[config.mk]
export PLATFORM = sky130hd
export DESIGN_NAME = seq_code_lock
export DESIGN_NICKNAME = d
export VERILOG_FILES = /design/src/rtl/seq_code_lock_pkg.sv /design/src/rtl/lock_code_path.sv /design/src/rtl/lock_seq_ctrl.sv /design/src/rtl/seq_code_lock.sv
export SDC_FILE = /design/constraint.sdc
export NUM_CORES = 1
export LEC_CHECK = 0
export ABC_AREA = 0
export CAP_MARGIN = 20
export CORE_AREA = 5 5 42 44
export DETAILED_ROUTE_END_ITERATION = 8
export DIE_AREA = 0 0 47 49
export DONT_BUFFER_PORTS = 1
export GPL_ROUTABILITY_DRIVEN = 0
export PLACE_DENSITY = 0.31
export SETUP_SLACK_MARGIN = 0.02
export SYNTH_ARGS = -nofsm -noshare
export SYNTH_HDL_FRONTEND = slang
export SYNTH_HIERARCHICAL = 1
export SYNTH_SLANG_ARGS = --single-unit
[constraint.sdc]
create_clock -name clk_i -period 5.35 [get_ports clk_i]
set_input_delay 0.8025 -clock clk_i [delete_from_list [all_inputs] [get_ports clk_i]]
set_output_delay 0.8025 -clock clk_i [all_outputs]
set_load 0.1 [all_outputs]
[src/rtl/seq_code_lock_pkg.sv]
package seq_code_lock_pkg;

   // Number of digits in a secret; the state encoding below is built for three.
   localparam int unsigned STAGES = 3;
   localparam int unsigned STATE_W = STAGES + 1;

   // Low STAGES bits: one-hot stage select. Top bit: unlocked.
   // All zero: fault. Advancing a stage is a left shift by one.
   typedef enum logic [STATE_W-1:0] {
      ST_FAULT    = 4'b0000,
      ST_WAIT1    = 4'b0001,
      ST_WAIT2    = 4'b0010,
      ST_WAIT3    = 4'b0100,
      ST_UNLOCKED = 4'b1000
   } lock_state_e;

   // Selector implementation variants.
   localparam int unsigned MUX_ANDOR    = 0;
   localparam int unsigned MUX_PRIORITY = 1;

endpackage

[src/rtl/lock_code_path.sv]
module lock_code_path
   import seq_code_lock_pkg::*;
#(
   parameter int unsigned DIGIT_W   = 4,
   parameter int unsigned SECRET_A  = 3,
   parameter int unsigned SECRET_B  = 4,
   parameter int unsigned SECRET_C  = 2,
   parameter int unsigned MUX_STYLE = MUX_ANDOR
) (
   input  logic               clk_i,
   input  logic               rst_i,
   input  logic [STAGES-1:0]  sel_i,
   input  logic [DIGIT_W-1:0] digit_i,
   output logic               match_o
);

   localparam logic [DIGIT_W-1:0] SECRET_TABLE [STAGES] = '{
      DIGIT_W'(SECRET_A), DIGIT_W'(SECRET_B), DIGIT_W'(SECRET_C)
   };

   // Elaboration-time parameter checks.
   generate
      if (DIGIT_W < 1 || DIGIT_W > 16) begin : g_bad_width
         $error("lock_code_path: DIGIT_W out of range");
      end
      if (SECRET_A >= (1 << DIGIT_W) || SECRET_B >= (1 << DIGIT_W) ||
          SECRET_C >= (1 << DIGIT_W)) begin : g_bad_secret
         $error("lock_code_path: secret digit does not fit DIGIT_W");
      end
      if (MUX_STYLE != MUX_ANDOR && MUX_STYLE != MUX_PRIORITY) begin : g_bad_mux
         $error("lock_code_path: unknown MUX_STYLE");
      end
   endgenerate

   // Secret digit registers, loaded on reset.
   logic [DIGIT_W-1:0] secret_q [STAGES];

   generate
      for (genvar g = 0; g < STAGES; g++) begin : g_secret
         always_ff @(posedge clk_i) begin
            if (rst_i) begin
               secret_q[g] <= SECRET_TABLE[g];
            end
         end
      end
   endgenerate

   // One-hot selector, two variants.
   logic [DIGIT_W-1:0] picked;

   generate
      if (MUX_STYLE == MUX_ANDOR) begin : g_mux_andor
         always_comb begin
            picked = '0;
            for (int k = 0; k < STAGES; k++) begin
               picked = picked | (secret_q[k] & {DIGIT_W{sel_i[k]}});
            end
         end
      end else begin : g_mux_prio
         always_comb begin
            picked = '0;
            for (int k = STAGES - 1; k >= 0; k--) begin
               if (sel_i[k]) begin
                  picked = secret_q[k];
               end
            end
         end
      end
   endgenerate

   // Equality comparator; meaningless when no stage is selected.
   assign match_o = (|sel_i) && (picked == digit_i);

   // The selector must never see more than one stage at once.
   p_sel_onehot_r2 : assert property (@(posedge clk_i) disable iff (rst_i)
      $onehot0(sel_i));

   // With no stage selected the comparator reports no match.
   p_idle_nomatch_r5 : assert property (@(posedge clk_i) disable iff (rst_i)
      (sel_i == '0) |-> !match_o);

endmodule

[src/rtl/lock_seq_ctrl.sv]
module lock_seq_ctrl
   import seq_code_lock_pkg::*;
(
   input  logic               clk_i,
   input  logic               rst_i,
   input  logic               strobe_i,
   input  logic               match_i,
   output logic [STAGES-1:0]  sel_o,
   output logic               unlock_o
);

   generate
      if (STAGES != 3 || STATE_W != 4) begin : g_bad_enc
         $error("lock_seq_ctrl: encoding assumes three stages");
      end
   endgenerate

   lock_state_e state_q;
   lock_state_e state_d;

   always_comb begin
      state_d = state_q;
      unique case (state_q)
         ST_WAIT1, ST_WAIT2, ST_WAIT3: begin
            if (strobe_i) begin
               state_d = match_i ? lock_state_e'(state_q << 1) : ST_FAULT;
            end
         end
         ST_UNLOCKED: state_d = ST_UNLOCKED;
         ST_FAULT:    state_d = ST_FAULT;
         default:     state_d = ST_FAULT;
      endcase
   end

   always_ff @(posedge clk_i) begin
      if (rst_i) begin
         state_q <= ST_WAIT1;
      end else begin
         state_q <= state_d;
      end
   end

   // Outputs are state bits, no decode.
   assign sel_o    = state_q[STAGES-1:0];
   assign unlock_o = state_q[STATE_W-1];

   // Reset (with or without strobe) lands in the first stage.
   p_reset_first_r1 : assert property (@(posedge clk_i)
      rst_i |=> (state_q == ST_WAIT1));

   // No strobe, no change.
   p_hold_idle_r3 : assert property (@(posedge clk_i) disable iff (rst_i)
      !strobe_i |=> $stable(state_q));

   // A mismatch while a stage is active ends in fault.
   p_miss_faults_r4 : assert property (@(posedge clk_i) disable iff (rst_i)
      (strobe_i && (sel_o != '0) && !match_i) |=> (state_q == ST_FAULT));

   // Fault is sticky.
   p_fault_sticky_r5 : assert property (@(posedge clk_i) disable iff (rst_i)
      (state_q == ST_FAULT) |=> (state_q == ST_FAULT));

   // Unlocked is sticky.
   p_open_sticky_r6 : assert property (@(posedge clk_i) disable iff (rst_i)
      unlock_o |=> unlock_o);

   // Unlock only follows a matching strobe from the last stage.
   p_open_entry_r2 : assert property (@(posedge clk_i) disable iff (rst_i)
      $rose(unlock_o) |-> $past(sel_o[STAGES-1] && strobe_i && match_i));

endmodule

[src/rtl/seq_code_lock.sv]
module seq_code_lock
   import seq_code_lock_pkg::*;
#(
   parameter int unsigned DIGIT_W   = 4,
   parameter int unsigned SECRET_A  = 3,
   parameter int unsigned SECRET_B  = 4,
   parameter int unsigned SECRET_C  = 2,
   parameter int unsigned MUX_STYLE = MUX_ANDOR
) (
   input  logic               clk_i,
   input  logic               rst_i,
   input  logic               strobe_i,
   input  logic [DIGIT_W-1:0] digit_i,
   output logic               unlock_o
);

   logic [STAGES-1:0] stage_sel;
   logic              digit_match;

   lock_code_path #(
      .DIGIT_W   (DIGIT_W),
      .SECRET_A  (SECRET_A),
      .SECRET_B  (SECRET_B),
      .SECRET_C  (SECRET_C),
      .MUX_STYLE (MUX_STYLE)
   ) path_i (
      .clk_i   (clk_i),
      .rst_i   (rst_i),
      .sel_i   (stage_sel),
      .digit_i (digit_i),
      .match_o (digit_match)
   );

   lock_seq_ctrl ctrl_i (
      .clk_i    (clk_i),
      .rst_i    (rst_i),
      .strobe_i (strobe_i),
      .match_i  (digit_match),
      .sel_o    (stage_sel),
      .unlock_o (unlock_o)
   );

   // While unlocked no stage is selected.
   p_open_nosel_r6 : assert property (@(posedge clk_i) disable iff (rst_i)
      unlock_o |-> (stage_sel == '0));

endmodule

==> impl_results.md, run 1 <==
* Clock transition at the registers of the reported paths at 0.04 ns
* Core Rows at 14
* Slew of the pin with the lowest slew margin at 1.029 ns
* Overall routed net length at 519 um
* Worst R2R Setup Slack at 3.36 ns
* First-pass GRT wire length at around 860 um
* Most frequent cells in the layout: nor2_1 (4), nand3_1 (4), dfxtp_1 (4), clkbuf_4 (3)
* Setup crit start kind: input pin
* Die ar. at roughly 2300 sq um
* Starting DRC count in detailed routing at 6
* Number of flip-flops in the largest register at 4
* Root buffer cell: clkbuf_4
* Synth cell types at 17
* Pwr Density at 251.2 nW/um^2
* Largest net degree at the start of global routing at 10
* Hold path cells at 2
* Layout cells sized above 1 at 22.58%
* Setup violators final at 0
* All-Layer GR Usage at ~5.4%
* Total of cells resized after clock tree synthesis at 0
* CP max-delay cell: or3b_1
* Final Hold Viols at 0
* Status: complete, no violations
* Syn Nets at 35
* Avg WL per Cell at approximately 11 um
* CTS tree: built
* FF+latch count, synth at 4
* Worst-Skew Late Latency at 0.23 ns
* Buf/Inv on CP at 0
* Hold Startpoint: ctrl_i/state_q[0]
* Switch Pwr at 0.00001393 W
* Pre-Repair DR Iteration Count at 4
* CTS Buf Count at 3
* Setup TNS at 0 ns
* Sequential share of the synthesized area at between 30% and 40%
* Maximum vdd drop at 0.08982 mV
* Overall power at 0.00007198 W
* Mapped Cells at 28
* Crit path time final at 2.094 ns
* Die Height at 49 um
* Reg2Reg Depth at 6
* DRT antenna net count at 0
* Port buffer count at 0
* Setup bufs post-CTS at 0
* Regs by FF count: ctrl_i/state_q x4
* Footprint of the multi-input gates at 163.9 sq um
* # Max-Cap Violations at 0
* YS warnings at 6
* Leak at 0.08277 nW
* Critical path class: in -> reg
* Die Span X at about 47 um
* Worst slew margin at 31.34%
* Sequential power share at 44.3%
* DR vias/cell at 4.489
* Biggest register: ctrl_i/state_q
* Pins Over Slew Limit at 0
* HPWL after detailed placement at 412.1 um
* Sw Share at 19.35%
* Crit path DAT at 2.23 ns
* Core area at between 1000 and 1500 sq um
* Post-Synthesis Cell Area at 244.0 sq um
* H-Tree Depth at 1
* Endpoint, Worst Hold: ctrl_i/state_q[1]
* Worst r2r src: ctrl_i/state_q[2]
* Fillers at 161
* Combinational cell fraction of total power at 5.8%
* Area grow syn2layout at 17.44%
* Vias in the first global route at 202
* Fmax at 477.6 MHz
* Clock power frac at 49.9%
* Fin nets at 40
* Req. time, crit path at 5.49 ns
* CP max stage delay at 0.34 ns
* Final period utilization at 39.13%
* Util after Layout at 20.45%
* Cts hold-fix bufs at 0
* Starting Density at 17.41%
* Critical path capture point type: flip-flop
* CP top delay family: simple AND/OR/NAND/NOR gates
* Layout Skew at 0.0007468 ns
* Internal power at between 0.00005 and 0.00006 W
* CTS Sinks at 4
* Hold WC Path Type: reg -> reg
* Placed insts at 44
* RR Endpoint: ctrl_i/state_q[3]
* Ant diodes at 0
* Finished Layout Cells at 47
* Top-level port count at 8
* CTS max path bufs at 2
* # DRC at 0
* Fin worst setup slack at 3.256 ns
* RSZ-0062 raised after global routing: no
* Reg area at 80.08 sq um
* Mean Syn Cell Area at 8.714 sq um
* Routed vias at 211
* Global route total overflow at 0
* Antenna violations before repair at 0
* CP cell instances: or3b_1, a211o_1, a211oi_2, nand3_1, mux2_2, nor4_2
* Worst Path Max Fanout at 3
* Worst Setup Slack post-DPL at 2.998 ns
## per-stage QoR
stage          area, sq um  hold slack (ns)
3_3_place_gp         264.0           0.5855
4_1_cts              286.5           0.5837
2_1_floorplan        244.0           0.5250
6_report             286.5           0.5805
3_5_place_dp         264.0           0.5768
5_1_grt              286.5           0.6333
## layout make-up
type                    count  share of cell area [%]
multi-input cells          24                   57.21
well taps                  16                   6.987
clock buffers               3                   7.860
flip-flops and latches      4                   27.95
## cell families (layout without fill, tap and decap cells)
family          after synthesis  in the layout  synth area share [%]
flops                         4              4                 32.82
compound gates                7              7                 21.54
simple gates                 13             13                 30.26
buf+inv                       0              3                     0
mux                           1              1                 4.615
xor+xnor                      3              3                 10.77
## worst max-delay path by stage
| stage | from | endpoint | slack [ns] | cells after the start |
|---|---|---|---|---|
| after floorplan | digit_i[2] | ctrl_i/state_q[3] | 3.14 | 6 |
| after global placement | digit_i[2] | ctrl_i/state_q[3] | 3.05 | 6 |
| after detailed placement | digit_i[2] | ctrl_i/state_q[3] | 3.00 | 6 |
| after CTS | digit_i[2] | ctrl_i/state_q[3] | 3.24 | 6 |
| after global routing | digit_i[2] | ctrl_i/state_q[3] | 3.16 | 6 |
| final | digit_i[2] | ctrl_i/state_q[3] | 3.26 | 6 |
## power groups by stage
stage          Sequential [W]  Combinational, W  Clock (W)
2_1_floorplan       0.0000320        0.00000379          0
3_5_place_dp        0.0000323        0.00000418          0
4_1_cts             0.0000319        0.00000421  0.0000386
3_3_place_gp        0.0000323        0.00000425          0
6_report            0.0000319        0.00000415  0.0000359
5_1_grt             0.0000320        0.00000463  0.0000400
## worst reg2reg max path: cells and delay by family, from the launching register on
kind / cells / cell delay, ns
AOI/OAI and AO/OA: 2 / 0.56
DFF: 1 / 0.44
muxes: 1 / 0.28
and+or+nand+nor: 3 / 0.62
## routing by layer
layer	vias up	global-route usage [%]	wire (um)
met2	7	6.109	247
li1	110	-	-
met4	0	5.530	0
met5	-	0	0
met1	94	7.048	212
met3	0	1.845	59
## synthesized netlist by cell type
cell / n / area (sq um)
o211ai_1: 1 / 7.510
dfxtp_1: 4 / 80.08
nor4_2: 1 / 12.51
xnor2_1: 2 / 17.52
nor2_1: 4 / 15.01
xor2_1: 1 / 8.760
nand2_1: 1 / 3.750
a31o_2: 1 / 8.760
a21oi_1: 2 / 10.01
a211oi_2: 1 / 12.51
nand2b_1: 1 / 6.260
mux2_2: 1 / 11.26
o21ai_0: 1 / 5.000
or3b_1: 1 / 8.760
a211o_1: 1 / 8.760
or2b_1: 1 / 7.510
nand3_1: 4 / 20.02
(Power assumes the default switching activity.)
==> run 2: changes to the inputs <==
PLACE_DENSITY = 0.32   (was 0.31)
clock period = 1.83 ns   (was 5.35 ns; I/O delays follow)
==> impl_results.md, run 2 (synthesized netlist as in run 1, its figures left out) <==
* Status: complete, no violations
* Endpoint, Worst Hold: ctrl_i/state_q[3]
* Top-level port count at 8
* Clock transition at the registers of the reported paths at 0.03 ns
* Critical path class: reg -> reg
* Pwr Density at 663.8 nW/um^2
* Placed insts at 48
* Reg area at 81.33 sq um
* CTS Sinks at 4
* CTS max path bufs at 2
* CTS Buf Count at 3
* Avg WL per Cell at 11.41 um
* Worst Path Max Fanout at 2
* Root buffer cell: clkbuf_4
* Starting Density at 17.41%
* Crit path DAT at around 1.9 ns
* Core area at between 1000 and 1500 sq um
* Biggest register: ctrl_i/state_q
* Largest net degree at the start of global routing at 9
* Fillers at 162
* # Max-Cap Violations at 0
* Crit path time final at 1.755 ns
* Vias in the first global route at 223
* Cts hold-fix bufs at 0
* H-Tree Depth at 1
* CTS tree: built
* Final Hold Viols at 0
* Overall routed net length at 582 um
* RR Endpoint: ctrl_i/state_q[3]
* Die Span X at 47 um
* Fmax at 569.9 MHz
* Routed vias at 245
* Final instance area at 317.8 sq um
* Pins Over Slew Limit at 0
* Area grow syn2layout at 30.26%
* Hold WC Path Type: in -> reg
* Die ar. at 2303 sq um
* Clock power frac at 49.4%
* Worst r2r src: ctrl_i/state_q[1]
* Final period utilization at 95.89%
* RSZ-0062 raised after global routing: yes
* Worst-Skew Late Latency at 0.23 ns
* Core Rows at 14
* Global route total overflow at 0
* First-pass GRT wire length at 966 um
* Hold Startpoint: rst_i
* Worst slew margin at 81.17%
* Sw Share at 19.16%
* Port buffer count at 0
* Die Height at 49 um
* Setup violators final at 0
* Slew of the pin with the lowest slew margin at 0.2820 ns
* Most frequent cells in the layout: nor2_1 (4), nand3_1 (4), buf_4 (4), clkbuf_4 (3), dfxtp_1 (3)
* Number of flip-flops in the largest register at 4
* DR vias/cell at 4.804
* Worst R2R Setup Slack at ~0.075 ns
* Pre-Repair DR Iteration Count at 4
* Sequential power share at 44.1%
* Antenna violations before repair at 0
* Hold path cells at 1
* Placed cell area at 295.3 sq um
* DRT antenna net count at 0
* Leak at 0.1051 nW
* Overall power at 0.0002110 W
* Layout cells sized above 1 at 34.29%
* Critical path capture point type: flip-flop
* Fin nets at between 40 and 50
* Finished Layout Cells at 51
* HPWL after detailed placement at 460.4 um
* Ant diodes at 0
* Regs by FF count: ctrl_i/state_q x4
* Total of cells resized after clock tree synthesis at 0
* Starting DRC count in detailed routing at 2
* Layout Skew at approximately 0.00016 ns
* Req. time, crit path at 1.97 ns
* Combinational cell fraction of total power at 6.5%
* # DRC at 0
* Setup crit start kind: flip-flop
* Internal power at around 0.00017 W
* Maximum vdd drop at 0.3236 mV
* Reg2Reg Depth at 6
* Footprint of the multi-input gates at 163.9 sq um
* Switch Pwr at 0.00004043 W
* All-Layer GR Usage at between 5 and 6%
## run 2: cell types whose count changed in the layout (fill, tap and decap cells not counted)
cell / delta
dfxtp_1: -1
dfxtp_2: +1
buf_4: +4
## run 2: repair_timing
item                       in CTS  in global routing
buffers inserted                0                  0
hold endpoints to repair        0                  0
setup endpoints to repair       0                  1
## run 2: worst max-delay path, cell delays in order (launching register included)
cell and delay, ns:
dfxtp_1 0.30, or3b_1 0.37, a211o_1 0.28, a211oi_2 0.23
nand3_1 0.10, mux2_2 0.27, nor4_2 0.12
## run 2: layout make-up
| class | count | area share, % |
|---|---|---|
| clock buffer | 3 | 7.087 |
| timing repair buffer | 4 | 9.449 |
| sequential | 4 | 25.59 |
| tap | 16 | 6.299 |
| multi-input combinational | 24 | 51.57 |
## run 2: worst max path at each step
stage | to | cells past startpoint | slack, ns | start
2_1_floorplan | ctrl_i/state_q[3] | 6 | 0.04 | ctrl_i/state_q[1]
3_3_place_gp | ctrl_i/state_q[3] | 6 | 0.08 | ctrl_i/state_q[1]
3_5_place_dp | ctrl_i/state_q[3] | 6 | 0.07 | ctrl_i/state_q[1]
4_1_cts | ctrl_i/state_q[3] | 6 | 0.06 | ctrl_i/state_q[1]
5_1_grt | ctrl_i/state_q[3] | 6 | -0.07 | ctrl_i/state_q[1]
6_report | ctrl_i/state_q[3] | 6 | 0.08 | ctrl_i/state_q[1]
## run 2: through the flow
step           util, %  hold WS, ns  setup slack [ns]  TNS (ns)
6_report         22.68       0.1144           0.07520         0
5_1_grt          22.68       0.1018          -0.07464  -0.07464
4_1_cts          22.68       0.1040           0.06302         0
3_5_place_dp     21.07       0.3505           0.07008         0
3_3_place_gp     21.07       0.3514           0.07773         0
2_1_floorplan        -       0.3473           0.04410         0
## run 2: power groups by stage
stage / combinational [W] / sequential [W] / clock (W)
after floorplan: 0.0000111 / 0.0000935 / 0
after detailed placement: 0.0000139 / 0.0000945 / 0
final: 0.0000137 / 0.0000931 / 0.000104
after global placement: 0.0000136 / 0.0000943 / 0
after global routing: 0.0000158 / 0.0000935 / 0.000117
after CTS: 0.0000139 / 0.0000931 / 0.000111
## run 2: layer usage
metal,part of all wire (%),global-route usage [%]
met5,0,0
met4,0,1.382
met3,14,6.273
met2,41,7.014
met1,46,7.473
==> run 3: changes to the inputs <==
GPL_TIMING_DRIVEN = 0   (was unset)
PLACE_DENSITY = 0.31   (was 0.32)
clock period = 2.26 ns   (was 1.83 ns; I/O delays follow)
==> impl_results.md, run 3 (synthesized netlist as in run 1, its figures left out) <==
* Switch Pwr at 0.00003281 W
* Pre-Repair DR Iteration Count at 1
* Fin worst setup slack at 0.2996 ns
* Worst slew margin at a little under a third
* Leak at 0.08277 nW
* Final hold slack at 0.1788 ns
* Req. time, crit path at 2.40 ns
* Port buffer count at 0
* Crit path time final at 1.960 ns
* Ant diodes at 0
* RSZ-0062 raised after global routing: no
* CTS Sinks at 4
* Highest Signal Layer: met3
* Util after Layout at 20.45%
* Clock power frac at 49.9%
* Final Hold Viols at 0
* Met2 wire len at 254 um
* Regs by FF count: ctrl_i/state_q x4
* Starting Density at between 10% and 20%
* Biggest register: ctrl_i/state_q
* CTS max path bufs at 2
* Largest net degree at the start of global routing at 10
* Combinational cell fraction of total power at 5.7%
* Clock transition at the registers of the reported paths at approximately 0.030 ns
* Critical path capture point type: flip-flop
* Die ar. at 2303 sq um
* CTS tree: built
* Maximum vdd drop at 0.2105 mV
* Fin nets at 40
* CTS Buf Count at 3
* Top-level port count at 8
* Crit path DAT at 2.10 ns
* Overall power at around 0.00017 W
* Internal power at 0.0001374 W
* Die Height at about 49 um
* Overall routed net length at a little over 500 um
* # Max-Cap Violations at 0
* Layout cells sized above 1 at 22.58%
* Worst-Skew Late Latency at 0.23 ns
* Setup crit start kind: flip-flop
* Setup TNS at 0 ns
* Worst R2R Setup Slack at 0.30 ns
* Most frequent cells in the layout: nor2_1 (4), nand3_1 (4), dfxtp_1 (4), clkbuf_4 (3)
* Global route total overflow at 0
* Area grow syn2layout at 17.44%
* Total of cells resized after clock tree synthesis at 0
* Status: complete, no violations
* Critical path class: reg -> reg
* Hold WC Path Type: in -> reg
* Fmax at 510.1 MHz
* First-pass GRT wire length at 800 um
* All-Layer GR Usage at 5.215%
* DR vias/cell at 4.574
* Slew of the pin with the lowest slew margin at 1.047 ns
* Routed vias at 215
* Avg WL per Cell at 10.79 um
* Setup violators final at 0
* Met3 Wirelength at around 56 um
* Vias in the first global route at about 190
* DRT met1 WL at 196 um
* HPWL after detailed placement at 407.7 um
* Sequential power share at 44.4%
* Worst Setup Slack post-DPL at 0.2725 ns
* Die Span X at 47 um
* Pins Over Slew Limit at 0
* Layout Skew at 0.0002698 ns
* Setup bufs post-CTS at 0
* Starting DRC count in detailed routing at 0
* DRT antenna net count at 0
* Sw Share at 19.28%
* Core Rows at 14
* Cts hold-fix bufs at 0
* H-Tree Depth at 1
* Number of flip-flops in the largest register at 4
* Final period utilization at between 80 and 90%
* Core area at 1401 sq um
* Pwr Density at 594.1 nW/um^2
* Root buffer cell: clkbuf_4
* # DRC at 0
* Worst Path Max Fanout at 8
* Antenna violations before repair at 0
[run 3: routing by layer]
layer / global-route usage [%] / up-vias
met5: 0 / -
met4: 5.530 / 0
met3: 2.952 / 0
met2: 5.882 / 5
met1: 6.167 / 100
li1: - / 110
[run 3: path summary, 6_finish.rpt]
| path | startpoint | end | depth (start not counted) |
|---|---|---|---|
| worst max-delay path | ctrl_i/state_q[2] | ctrl_i/state_q[3] | 6 |
| worst max register to register | ctrl_i/state_q[2] | ctrl_i/state_q[3] | 6 |
| worst min register to register | ctrl_i/state_q[0] | ctrl_i/state_q[1] | 2 |
| worst min-delay path | rst_i | ctrl_i/state_q[3] | 1 |
[run 3: layout make-up]
| class | instances | area [sq um] |
|---|---|---|
| multi-input combinational | 24 | 163.9 |
| tap | 16 | 20.02 |
| clock buffer | 3 | 22.52 |
| fill | 160 | 1115 |
| sequential | 4 | 80.08 |
[run 3: power groups by stage]
stage / Sequential [W] / Clock (W) / Combinational, W
after floorplan: 0.0000758 / 0 / 0.00000897
after global placement: 0.0000766 / 0 / 0.00000999
after detailed placement: 0.0000766 / 0 / 0.00000996
after CTS: 0.0000755 / 0.0000925 / 0.00000999
after global routing: 0.0000758 / 0.0000969 / 0.0000110
final: 0.0000756 / 0.0000849 / 0.00000977
[run 3: critical path, cell delays in order (launching register included)]
cell	delay, ns
dfxtp_1	0.44
or3b_1	0.37
a211o_1	0.27
a211oi_2	0.29
nand3_1	0.10
mux2_2	0.28
nor4_2	0.12
[run 3: metrics by stage]
| stage | cells | instance area (sq um) |
|---|---|---|
| 2_1_floorplan | 28 | 244.0 |
| 3_3_place_gp | 44 | 264.0 |
| 3_5_place_dp | 44 | 264.0 |
| 4_1_cts | 47 | 286.5 |
| 5_1_grt | 47 | 286.5 |
| 6_report | 47 | 286.5 |
